===== src/rtl/gpio_bank_pkg.sv =====
// Package gpio_bank_pkg
// Shared register selectors and control-bit positions for the GPIO bank.
// Assumes a word-addressed bus with a 3-bit address.
package gpio_bank_pkg;
    localparam int unsigned ADDR_W = 3;

    // Control-bit positions; software relies on these exact positions.
    localparam int unsigned CTRL_RUN_BIT   = 0;
    localparam int unsigned CTRL_RESET_BIT = 1;

    typedef enum logic [ADDR_W-1:0] {
        SEL_CTRL = 3'd0,
        SEL_DIR  = 3'd1,
        SEL_OUT  = 3'd2,
        SEL_PINS = 3'd3,
        SEL_IEN  = 3'd4
    } reg_sel_e;
endpackage


===== src/rtl/gpio_bank_ctrl.sv =====
// Module gpio_bank_ctrl
// Holds the two-bit bank control register and derives the local clock
// enable, the held clear and the "active" qualifier used by the rest of
// the bank. Assumes wr_ctrl is a single-cycle strobe.
module gpio_bank_ctrl
    import gpio_bank_pkg::*;
(
    input  logic       clk,
    input  logic       rst_n,
    input  logic       wr_ctrl,
    input  logic [1:0] wdata,
    output logic [1:0] ctrl_q,
    output logic       run_en,
    output logic       blk_clr,
    output logic       blk_active
);
    // Capture the control word; it is writable in every state.
    always_ff @(posedge clk) begin
        if (!rst_n) begin
            ctrl_q <= 2'b00;
        end else if (wr_ctrl) begin
            ctrl_q <= wdata;
        end
    end

    // Decode the run and clear qualifiers from the stored control word.
    always_comb begin
        run_en     = ctrl_q[CTRL_RUN_BIT];
        blk_clr    = ctrl_q[CTRL_RESET_BIT];
        blk_active = run_en && !blk_clr;
    end
endmodule


===== src/rtl/gpio_bank_regs.sv =====
// Module gpio_bank_regs
// Direction, output-data and interrupt-enable registers. A held clear
// zeroes all three; updates are taken only while the bank is active.
// Output writes merge data under the per-pin mask in the upper half.
module gpio_bank_regs #(
    parameter int unsigned NUM_PINS = 16
) (
    input  logic                  clk,
    input  logic                  rst_n,
    input  logic                  blk_clr,
    input  logic                  blk_active,
    input  logic                  wr_dir,
    input  logic                  wr_out,
    input  logic                  wr_ien,
    input  logic [2*NUM_PINS-1:0] wdata,
    output logic [NUM_PINS-1:0]   dir_q,
    output logic [NUM_PINS-1:0]   out_q,
    output logic [NUM_PINS-1:0]   ien_q
);
    localparam int unsigned MASK_LO = NUM_PINS;

    logic [NUM_PINS-1:0] wr_mask;
    logic [NUM_PINS-1:0] wr_val;
    logic [NUM_PINS-1:0] out_merged;

    // Split the write word and merge new data under the mask.
    always_comb begin
        wr_mask    = wdata[MASK_LO +: NUM_PINS];
        wr_val     = wdata[NUM_PINS-1:0];
        out_merged = (out_q & ~wr_mask) | (wr_val & wr_mask);
    end

    // Direction register: whole-word replace.
    always_ff @(posedge clk) begin
        if (!rst_n || blk_clr) begin
            dir_q <= '0;
        end else if (blk_active && wr_dir) begin
            dir_q <= wr_val;
        end
    end

    // Output-data register: masked update.
    always_ff @(posedge clk) begin
        if (!rst_n || blk_clr) begin
            out_q <= '0;
        end else if (blk_active && wr_out) begin
            out_q <= out_merged;
        end
    end

    // Interrupt-enable register: whole-word replace, all bits stored.
    always_ff @(posedge clk) begin
        if (!rst_n || blk_clr) begin
            ien_q <= '0;
        end else if (blk_active && wr_ien) begin
            ien_q <= wr_val;
        end
    end
endmodule


===== src/rtl/gpio_bank_sync.sv =====
// Module gpio_bank_sync
// Multi-stage synchronizer for the pin inputs. It advances only while
// the local clock enable is set and is cleared by the held clear.
// Assumes STAGES >= 2.
module gpio_bank_sync #(
    parameter int unsigned NUM_PINS = 16,
    parameter int unsigned STAGES   = 2
) (
    input  logic                clk,
    input  logic                rst_n,
    input  logic                clr,
    input  logic                en,
    input  logic [NUM_PINS-1:0] d,
    output logic [NUM_PINS-1:0] q
);
    logic [NUM_PINS-1:0] stg [STAGES];

    // Shift the pin levels through the stage chain.
    always_ff @(posedge clk) begin
        if (!rst_n || clr) begin
            for (int i = 0; i < STAGES; i++) begin
                stg[i] <= '0;
            end
        end else if (en) begin
            stg[0] <= d;
            for (int i = 1; i < STAGES; i++) begin
                stg[i] <= stg[i-1];
            end
        end
    end

    // The last stage is the synchronized level.
    assign q = stg[STAGES-1];
endmodule


===== src/rtl/gpio_bank_irq.sv =====
// Module gpio_bank_irq
// Shared interrupt for the upper pins: each pin ANDed with its enable
// bit, the results ORed. PACKED picks the enable-bit layout: bit k for
// pin FIRST+k, or bit n for pin n. Assumes FIRST < NUM_PINS.
module gpio_bank_irq #(
    parameter int unsigned NUM_PINS = 16,
    parameter int unsigned FIRST    = 8,
    parameter bit          PACKED   = 1'b0
) (
    input  logic                pins_s,
    input  logic [NUM_PINS-1:0] pin_lvl,
    input  logic [NUM_PINS-1:0] ien,
    output logic                irq
);
    localparam int unsigned SHARED = NUM_PINS - FIRST;

    logic [SHARED-1:0] hit;

    // One gate per shared pin, enable index chosen by layout.
    for (genvar k = 0; k < SHARED; k++) begin : g_gate
        if (PACKED) begin : g_packed
            assign hit[k] = pin_lvl[FIRST+k] & ien[k];
        end else begin : g_direct
            assign hit[k] = pin_lvl[FIRST+k] & ien[FIRST+k];
        end
    end

    // Merge the gated pins, qualified by the bank-active input.
    assign irq = pins_s && (|hit);
endmodule


===== src/rtl/gpio_bank.sv =====
// Module gpio_bank
// Sixteen-pin GPIO bank: control register, direction, masked output,
// synchronized pin state and a shared interrupt for the upper pins.
// Assumes a single-cycle write strobe and a combinational read port.
module gpio_bank
    import gpio_bank_pkg::*;
#(
    parameter int unsigned NUM_PINS      = 16,
    parameter int unsigned SHARED_FIRST  = 8,
    parameter int unsigned SYNC_STAGES   = 2,
    parameter bit          IRQ_EN_PACKED = 1'b0
) (
    input  logic                  clk,
    input  logic                  rst_n,
    input  logic                  bus_wr,
    input  logic [ADDR_W-1:0]     bus_addr,
    input  logic [2*NUM_PINS-1:0] bus_wdata,
    output logic [2*NUM_PINS-1:0] bus_rdata,
    input  logic [NUM_PINS-1:0]   pin_in,
    output logic [NUM_PINS-1:0]   pin_out,
    output logic [NUM_PINS-1:0]   pin_oe,
    output logic                  irq_shared
);
    localparam int unsigned WORD_W = 2 * NUM_PINS;

    logic [1:0]          ctrl_q;
    logic                run_en;
    logic                blk_clr;
    logic                blk_active;
    logic [NUM_PINS-1:0] dir_q;
    logic [NUM_PINS-1:0] out_q;
    logic [NUM_PINS-1:0] ien_q;
    logic [NUM_PINS-1:0] pins_s;
    logic                wr_ctrl;
    logic                wr_dir;
    logic                wr_out;
    logic                wr_ien;

    // Decode the write strobe per register.
    always_comb begin
        wr_ctrl = bus_wr && (bus_addr == SEL_CTRL);
        wr_dir  = bus_wr && (bus_addr == SEL_DIR);
        wr_out  = bus_wr && (bus_addr == SEL_OUT);
        wr_ien  = bus_wr && (bus_addr == SEL_IEN);
    end

    gpio_bank_ctrl u_ctrl (
        .clk        (clk),
        .rst_n      (rst_n),
        .wr_ctrl    (wr_ctrl),
        .wdata      (bus_wdata[1:0]),
        .ctrl_q     (ctrl_q),
        .run_en     (run_en),
        .blk_clr    (blk_clr),
        .blk_active (blk_active)
    );

    gpio_bank_regs #(.NUM_PINS(NUM_PINS)) u_regs (
        .clk        (clk),
        .rst_n      (rst_n),
        .blk_clr    (blk_clr),
        .blk_active (blk_active),
        .wr_dir     (wr_dir),
        .wr_out     (wr_out),
        .wr_ien     (wr_ien),
        .wdata      (bus_wdata),
        .dir_q      (dir_q),
        .out_q      (out_q),
        .ien_q      (ien_q)
    );

    gpio_bank_sync #(.NUM_PINS(NUM_PINS), .STAGES(SYNC_STAGES)) u_sync (
        .clk   (clk),
        .rst_n (rst_n),
        .clr   (blk_clr),
        .en    (run_en),
        .d     (pin_in),
        .q     (pins_s)
    );

    gpio_bank_irq #(
        .NUM_PINS (NUM_PINS),
        .FIRST    (SHARED_FIRST),
        .PACKED   (IRQ_EN_PACKED)
    ) u_irq (
        .pins_s  (blk_active),
        .pin_lvl (pins_s),
        .ien     (ien_q),
        .irq     (irq_shared)
    );

    // Release the pins whenever the bank is not active.
    always_comb begin
        pin_oe  = blk_active ? dir_q : '0;
        pin_out = blk_active ? out_q : '0;
    end

    // Read multiplexer; unmapped addresses return zero.
    always_comb begin
        bus_rdata = '0;
        case (bus_addr)
            SEL_CTRL: bus_rdata[1:0]          = ctrl_q;
            SEL_DIR:  bus_rdata[NUM_PINS-1:0] = dir_q;
            SEL_OUT:  bus_rdata[NUM_PINS-1:0] = out_q;
            SEL_PINS: bus_rdata[NUM_PINS-1:0] = blk_active ? pins_s : '0;
            SEL_IEN:  bus_rdata[NUM_PINS-1:0] = ien_q;
            default:  bus_rdata               = {WORD_W{1'b0}};
        endcase
    end
endmodule


===== config.mk =====
export PLATFORM = sky130hd
export DESIGN_NAME = gpio_bank
export DESIGN_NICKNAME = d
export VERILOG_FILES = /design/src/rtl/gpio_bank_pkg.sv /design/src/rtl/gpio_bank_ctrl.sv /design/src/rtl/gpio_bank_regs.sv /design/src/rtl/gpio_bank_sync.sv /design/src/rtl/gpio_bank_irq.sv /design/src/rtl/gpio_bank.sv
export SDC_FILE = /design/constraint.sdc
export NUM_CORES = 1
export LEC_CHECK = 0
export ABC_AREA = 1
export BUFFER_PORTS_ARGS = -buffer_cell sky130_fd_sc_hd__buf_2
export CORE_MARGIN = 2
export CORE_UTILIZATION = 56
export CTS_CLUSTER_DIAMETER = 60
export CTS_CLUSTER_SIZE = 40
export DETAILED_ROUTE_END_ITERATION = 8
export PLACE_DENSITY = 0.85
export SYNTH_ARGS = -nofsm -noshare
export SYNTH_HDL_FRONTEND = slang
export SYNTH_SLANG_ARGS = --single-unit

===== constraint.sdc =====
create_clock -name clk -period 3.05 [get_ports clk]
set_input_delay 0.61 -clock clk [delete_from_list [all_inputs] [get_ports clk]]
set_output_delay 0.61 -clock clk [all_outputs]
set_load 0.01 [all_outputs]

==> out/metrics.cfg, run 1 <==
[status]
status = complete, no violations

[flow_run]
cap_violations = 0

[logic_synthesis]
ys_warn_count = 0
synth_common_cells = nor2_1, nand2_1, inv_1
yosysMostFrequentCell = nor2_1
post_synth_num_cell_types = 21
yosysSeqAreaShare_pct = 48.02
synth.area.top_cells = dfxtp_1, edfxtp_1, nor2_1, nand2_1, inv_1
synth-edff-count = 32
synth_flop_cell = dfxtp_1
synth_top_area_share_pct = 24.50
ys_ff_latch = 82
syn_inst = 562
synth_area_leader_cell = dfxtp_1
synthArstFlopShare_pct = 0
synth_area_sq_mm = 0.004085
avgSynthCellArea_sq_um = 7.269

[detailed_routing]
wl_per_cell_um = 12.79
firstDrtPassIters = 5
vias = 3800
via_per_inst = 5.013
wirelength_um = 9692
drt_iter0_markers = 284
drc_errors = 0
ant_nets = 0

[setup_path]
worstSetupPathType = in -> out
r2r-start = u_ctrl.ctrl_q[0]$_SDFFE_PN0P_
required_ps = 2440
crit_arrival_ps = 1940
reg2reg_depth = 5
crit_fanout = 16
cp-end-kind = output port
reg2reg_setup_slack_ps = 1070
crit_path_start_kind = input port

[floorplanning]
start_util_pct = 56.93
design.core.area_sq_mm = 0.007176
die_w_um = 89.41
ios = 119
std_cell_rows = 31
dieArea_sq_mm = 0.007994
die_h_um = 89.41

[layout]
final_nets = 708
n_antenna_cell = 0
layout-drive-gt1-share_pct = 19.73
design_area_sq_mm = 0.004771
fill_cells = 626
syn2layout_area_growth_pct = 16.78

[sta]
relSlewSlack_pct = 35.90
rsz0062_at_grt = false
post-route-period-util_pct = 83.64
final_hold_viol_count = 0
period_minus_slack_ps = 2551
max_freq_ghz = 0.3920
finalHoldWorstSlack_ps = 504.8
slew_violations = 0
tns_ps = 0
worstMarginPinSlew_ps = 959.1
setup_viol = 0
fin_worst_skew_ps = 9.135

[placement]
gp_congestion = 0.9163
placedInstanceArea_sq_mm = 0.004561
hpwl_um = 6772
io_buffers = 102

[grt]
grt_max_degree = 50
grt_pass1_vias = 3207
grt_first_pass_wirelength_um = 15080
grt.overflow.total = 0
grt_antenna_before_repair = 0
grt_util_all_layers_pct = 24.77

[clock_tree]
clk_pin_slew_ps = 80
cts_tree = built
cts.sinks = 82
cts_setup_buffers = 0
h-tree-depth = 3
cts_hold_buf = 0
root_buffer = clkbuf_8
insertion_delay_ps = 360
clk_path_buf_depth = 2
cts_made_buffers = 9
postCtsResizedCells = 0

[power_and_ir_drop]
p_leak_nw = 2.221
power_density_mw_per_mm2 = 453.3
peakVddDrop_v = 0.0002802

[worst_hold_path]
hold_path_end = u_regs.ien_q[7]$_SDFFE_PP0P_
holdCritPathClass = reg -> reg
hold_depth = 2
hp-start = u_regs.ien_q[7]$_SDFFE_PP0P_

-- worst max path at each step --
stage,slack [ps],cells after the start,to,start
floorplan,830,5,u_sync.stg[0][0]$_SDFFCE_PN0P_,rst_n
global placement,650,7,bus_rdata[15],bus_addr[2]
detailed placement,550,7,bus_rdata[15],bus_addr[2]
CTS,530,7,bus_rdata[15],bus_addr[2]
global route,410,9,bus_rdata[0],bus_addr[2]
finish,500,7,bus_rdata[15],bus_addr[2]
-- metal layers --
metal | up-vias | track usage [%] | part of all wire, %
li1 | 1905 | - | -
met1 | 1703 | 34.77 | 45
met2 | 175 | 38.92 | 46
met3 | 17 | 3.693 | 7.3
met4 | 0 | 9.362 | 1.8
met5 | - | 0 | 0
-- cell families (layout without fill, tap and decap cells) --
logic type | Yosys count | in the layout | share of synthesized area, %
AOI/OAI and AO/OA | 50 | 50 | 6.126
buffers and inverters | 132 | 214 | 14.61
DFF | 82 | 82 | 48.02
other | 1 | 16 | 0.09180
and+or+nand+nor | 297 | 297 | 31.15
-- through the flow --
stage | total power [mW] | worst slack [ps] | util (%) | cells
2_1_floorplan | 1.295 | 827.6 | - | 577
3_3_place_gp | 1.345 | 649.3 | 63.56 | 742
3_5_place_dp | 1.351 | 553.5 | 63.56 | 742
4_1_cts | 2.172 | 532.9 | 66.49 | 758
5_1_grt | 2.244 | 406.2 | 66.49 | 758
6_report | 2.163 | 498.9 | 66.49 | 758
-- layout by cell type (no fill, tap or decap), drive strengths merged, types with 20 or more instances in the layout --
master,synthesis,routed
edfxtp,32,32
dfxtp,50,50
nor2,127,127
buf,28,107
o21ai,34,34
nand2,102,102
nor3,32,32
inv,91,91
nand3,20,20
-- worst max-delay path: stages --
cell	delay, ps
buf_2	120
inv_1	110
nand3_1	190
inv_1	460
nand2_1	160
nand4_1	150
buf_2	150
-- cell type report --
| type | count | area (sq um) | area share, % |
|---|---|---|---|
| clock inverter | 6 | 82.58 | 1.731 |
| multi-input combinational | 363 | 1585 | 33.23 |
| sequential | 82 | 1962 | 41.12 |
| clock buffer | 10 | 127.6 | 2.675 |
| timing repair buffer | 107 | 548.0 | 11.49 |
| inverter | 91 | 341.6 | 7.160 |
| tap | 99 | 123.9 | 2.596 |
-- power breakdown --
part	total (mW)	switching [mW]	internal [mW]
Combinational	0.151	0.105	0.0462
Clock	0.834	0.377	0.457
Sequential	1.18	0.0121	1.17
Total	2.16	0.494	1.67
No activity file was read; power rests on OpenSTA's default activity.
==> run 2: changes to the inputs <==
--- a/config.mk
+++ b/config.mk
@@ -8,11 +8,11 @@
 export ABC_AREA = 1
 export BUFFER_PORTS_ARGS = -buffer_cell sky130_fd_sc_hd__buf_2
 export CORE_MARGIN = 2
-export CORE_UTILIZATION = 56
+export CORE_UTILIZATION = 52
 export CTS_CLUSTER_DIAMETER = 60
 export CTS_CLUSTER_SIZE = 40
 export DETAILED_ROUTE_END_ITERATION = 8
-export PLACE_DENSITY = 0.85
+export PLACE_DENSITY = 0.8
 export SYNTH_ARGS = -nofsm -noshare
 export SYNTH_HDL_FRONTEND = slang
 export SYNTH_SLANG_ARGS = --single-unit
==> constraint.sdc (replaced) <==
create_clock -name clk -period 2.5 [get_ports clk]
set_input_delay 0.5 -clock clk [delete_from_list [all_inputs] [get_ports clk]]
set_output_delay 0.5 -clock clk [all_outputs]
set_load 0.01 [all_outputs]
==> run 2 against run 1 <==
Compared with the run above: critical path depth down 2; non-clock buffer count is 5 higher; core utilization decreased by 3.8 points; sequential share of layout area down 0.38 points; power up 24%; clock skew is 2.2 ps lower; cell count grew 1.1%; largest power group unchanged.
==> out/metrics.cfg, run 2 (synthesized netlist as in run 1, its figures left out) <==
[status]
status = complete, no violations

[detailed_routing]
drt_iter0_markers = 408
drc_errors = 0
vias = 3766
ant_nets = 0
firstDrtPassIters = 5
wirelength_um = 9932
wl_per_cell_um = 12.97
via_per_inst = 4.916

[power_and_ir_drop]
p_leak_nw = 2.246
power_density_mw_per_mm2 = 554.7
peakVddDrop_v = 0.0003391

[grt]
grt.overflow.total = 0
grt_first_pass_wirelength_um = 15810
grt_pass1_vias = 3365
grt_max_degree = 47
grt_antenna_before_repair = 0
grt_util_all_layers_pct = 23.41

[placement]
placedInstanceArea_sq_mm = 0.004602
hpwl_um = 6876
io_buffers = 102
gp_congestion = 0.8857

[setup_path]
required_ps = 2000
cp-startpoint = u_ctrl.ctrl_q[0]$_SDFFE_PN0P_
endpoint = bus_rdata[15]
worstSetupPathType = reg -> out
reg2reg_depth = 5
r2r_end = u_regs.dir_q[10]$_SDFFE_PP0P_
crit_path_start_kind = flop
crit_arrival_ps = 1740
cp-end-kind = output port
reg2reg_setup_slack_ps = 850
r2r-start = u_ctrl.ctrl_q[0]$_SDFFE_PN0P_
crit_fanout = 16

[floorplanning]
std_cell_rows = 32
dieArea_sq_mm = 0.008581
design.core.area_sq_mm = 0.007687
ios = 119
start_util_pct = 53.14
die_w_um = 92.64
die_h_um = 92.64

[layout]
layout-drive-gt1-share_pct = 20.18
fill_cells = 733
n_antenna_cell = 0
final_common_cell = nor2_1
final_nets = 713
design_area_sq_mm = 0.004816
fin_util_pct = 62.65
area.sequential_sq_mm = 0.001962
final_cell_mix = nor2_1, buf_2, nand2_1
syn2layout_area_growth_pct = 17.89
multiInputGateArea_sq_mm = 0.001585

[clock_tree]
cts_made_buffers = 9
cts_hold_buf = 0
cts_setup_buffers = 0
root_buffer = clkbuf_8
cts_tree = built
h-tree-depth = 3
postCtsResizedCells = 0
cts.sinks = 82
insertion_delay_ps = 350
clk_path_buf_depth = 2
clk_pin_slew_ps = 80

[sta]
tns_ps = 0
max_freq_ghz = 0.4455
relSlewSlack_pct = 56.72
setup_viol = 0
rsz0062_at_grt = false
final_hold_viol_count = 0
slew_violations = 0
worstMarginPinSlew_ps = 647.7
finalHoldWorstSlack_ps = 401.6
post-route-period-util_pct = 89.79
period_minus_slack_ps = 2245
fin_worst_skew_ps = 6.907

[flow_run]
cap_violations = 0

[worst_hold_path]
holdCritPathClass = in -> reg

run 2: cell types whose count changed in the layout (fill, tap and decap cells not counted), sizes merged:
cell	before	now
clkinv	4	1
clkbuf	10	13
buf	107	112
run 2: how the worst min path moves through the flow:
| stage | start | to | slack, ps | depth (start not counted) |
|---|---|---|---|---|
| 2_1_floorplan | u_regs.ien_q[6]$_SDFFE_PP0P_ | u_regs.ien_q[6]$_SDFFE_PP0P_ | 460 | 2 |
| 3_3_place_gp | flop | flop | 490 | 2 |
| 3_5_place_dp | u_regs.ien_q[6]$_SDFFE_PP0P_ | u_regs.ien_q[6]$_SDFFE_PP0P_ | 490 | 2 |
| 4_1_cts | rst_n | u_ctrl.ctrl_q[1]$_SDFFE_PN0P_ | 400 | 3 |
| 5_1_grt | rst_n | u_ctrl.ctrl_q[1]$_SDFFE_PN0P_ | 400 | 3 |
| 6_report | rst_n | u_ctrl.ctrl_q[1]$_SDFFE_PN0P_ | 400 | 3 |
run 2: area by class of cell:
cell class | count | share of cell area (%)
Multi-Input combinational cell | 363 | 32.92
Clock buffer | 13 | 3.092
Inverter | 91 | 7.093
Clock inverter | 3 | 1.351
Sequential cell | 82 | 40.74
Timing Repair Buffer | 112 | 12.16
Tap cell | 102 | 2.650
run 2: report_power, final:
part           switching, mW  internal, mW
sequential            0.0156          1.42
clock                  0.456         0.590
combinational          0.128        0.0592
total                  0.600          2.07
run 2: metrics by stage:
stage	std cells	power, mW	setup WS, ps
floorplan	577	1.580	387.6
global placement	750	1.646	378.2
detailed placement	750	1.652	319.9
CTS	766	2.689	287.1
global route	766	2.776	176.2
finish	766	2.671	255.2
run 2: routing by layer:
layer | up-vias | wire, um | GRT usage [%]
met5 | - | 0 | 0
met4 | 0 | 214 | 10.42
met3 | 18 | 740 | 4.719
met2 | 163 | 4423 | 36.19
met1 | 1673 | 4553 | 31.95
li1 | 1912 | - | -
run 2: critical path, cell delays in order, from the launching register on:
cell and delay (ps):
dfxtp_1 480, nand2_2 130, nor2_4 370, nand2_1 120, nand4_1 140, buf_2 150
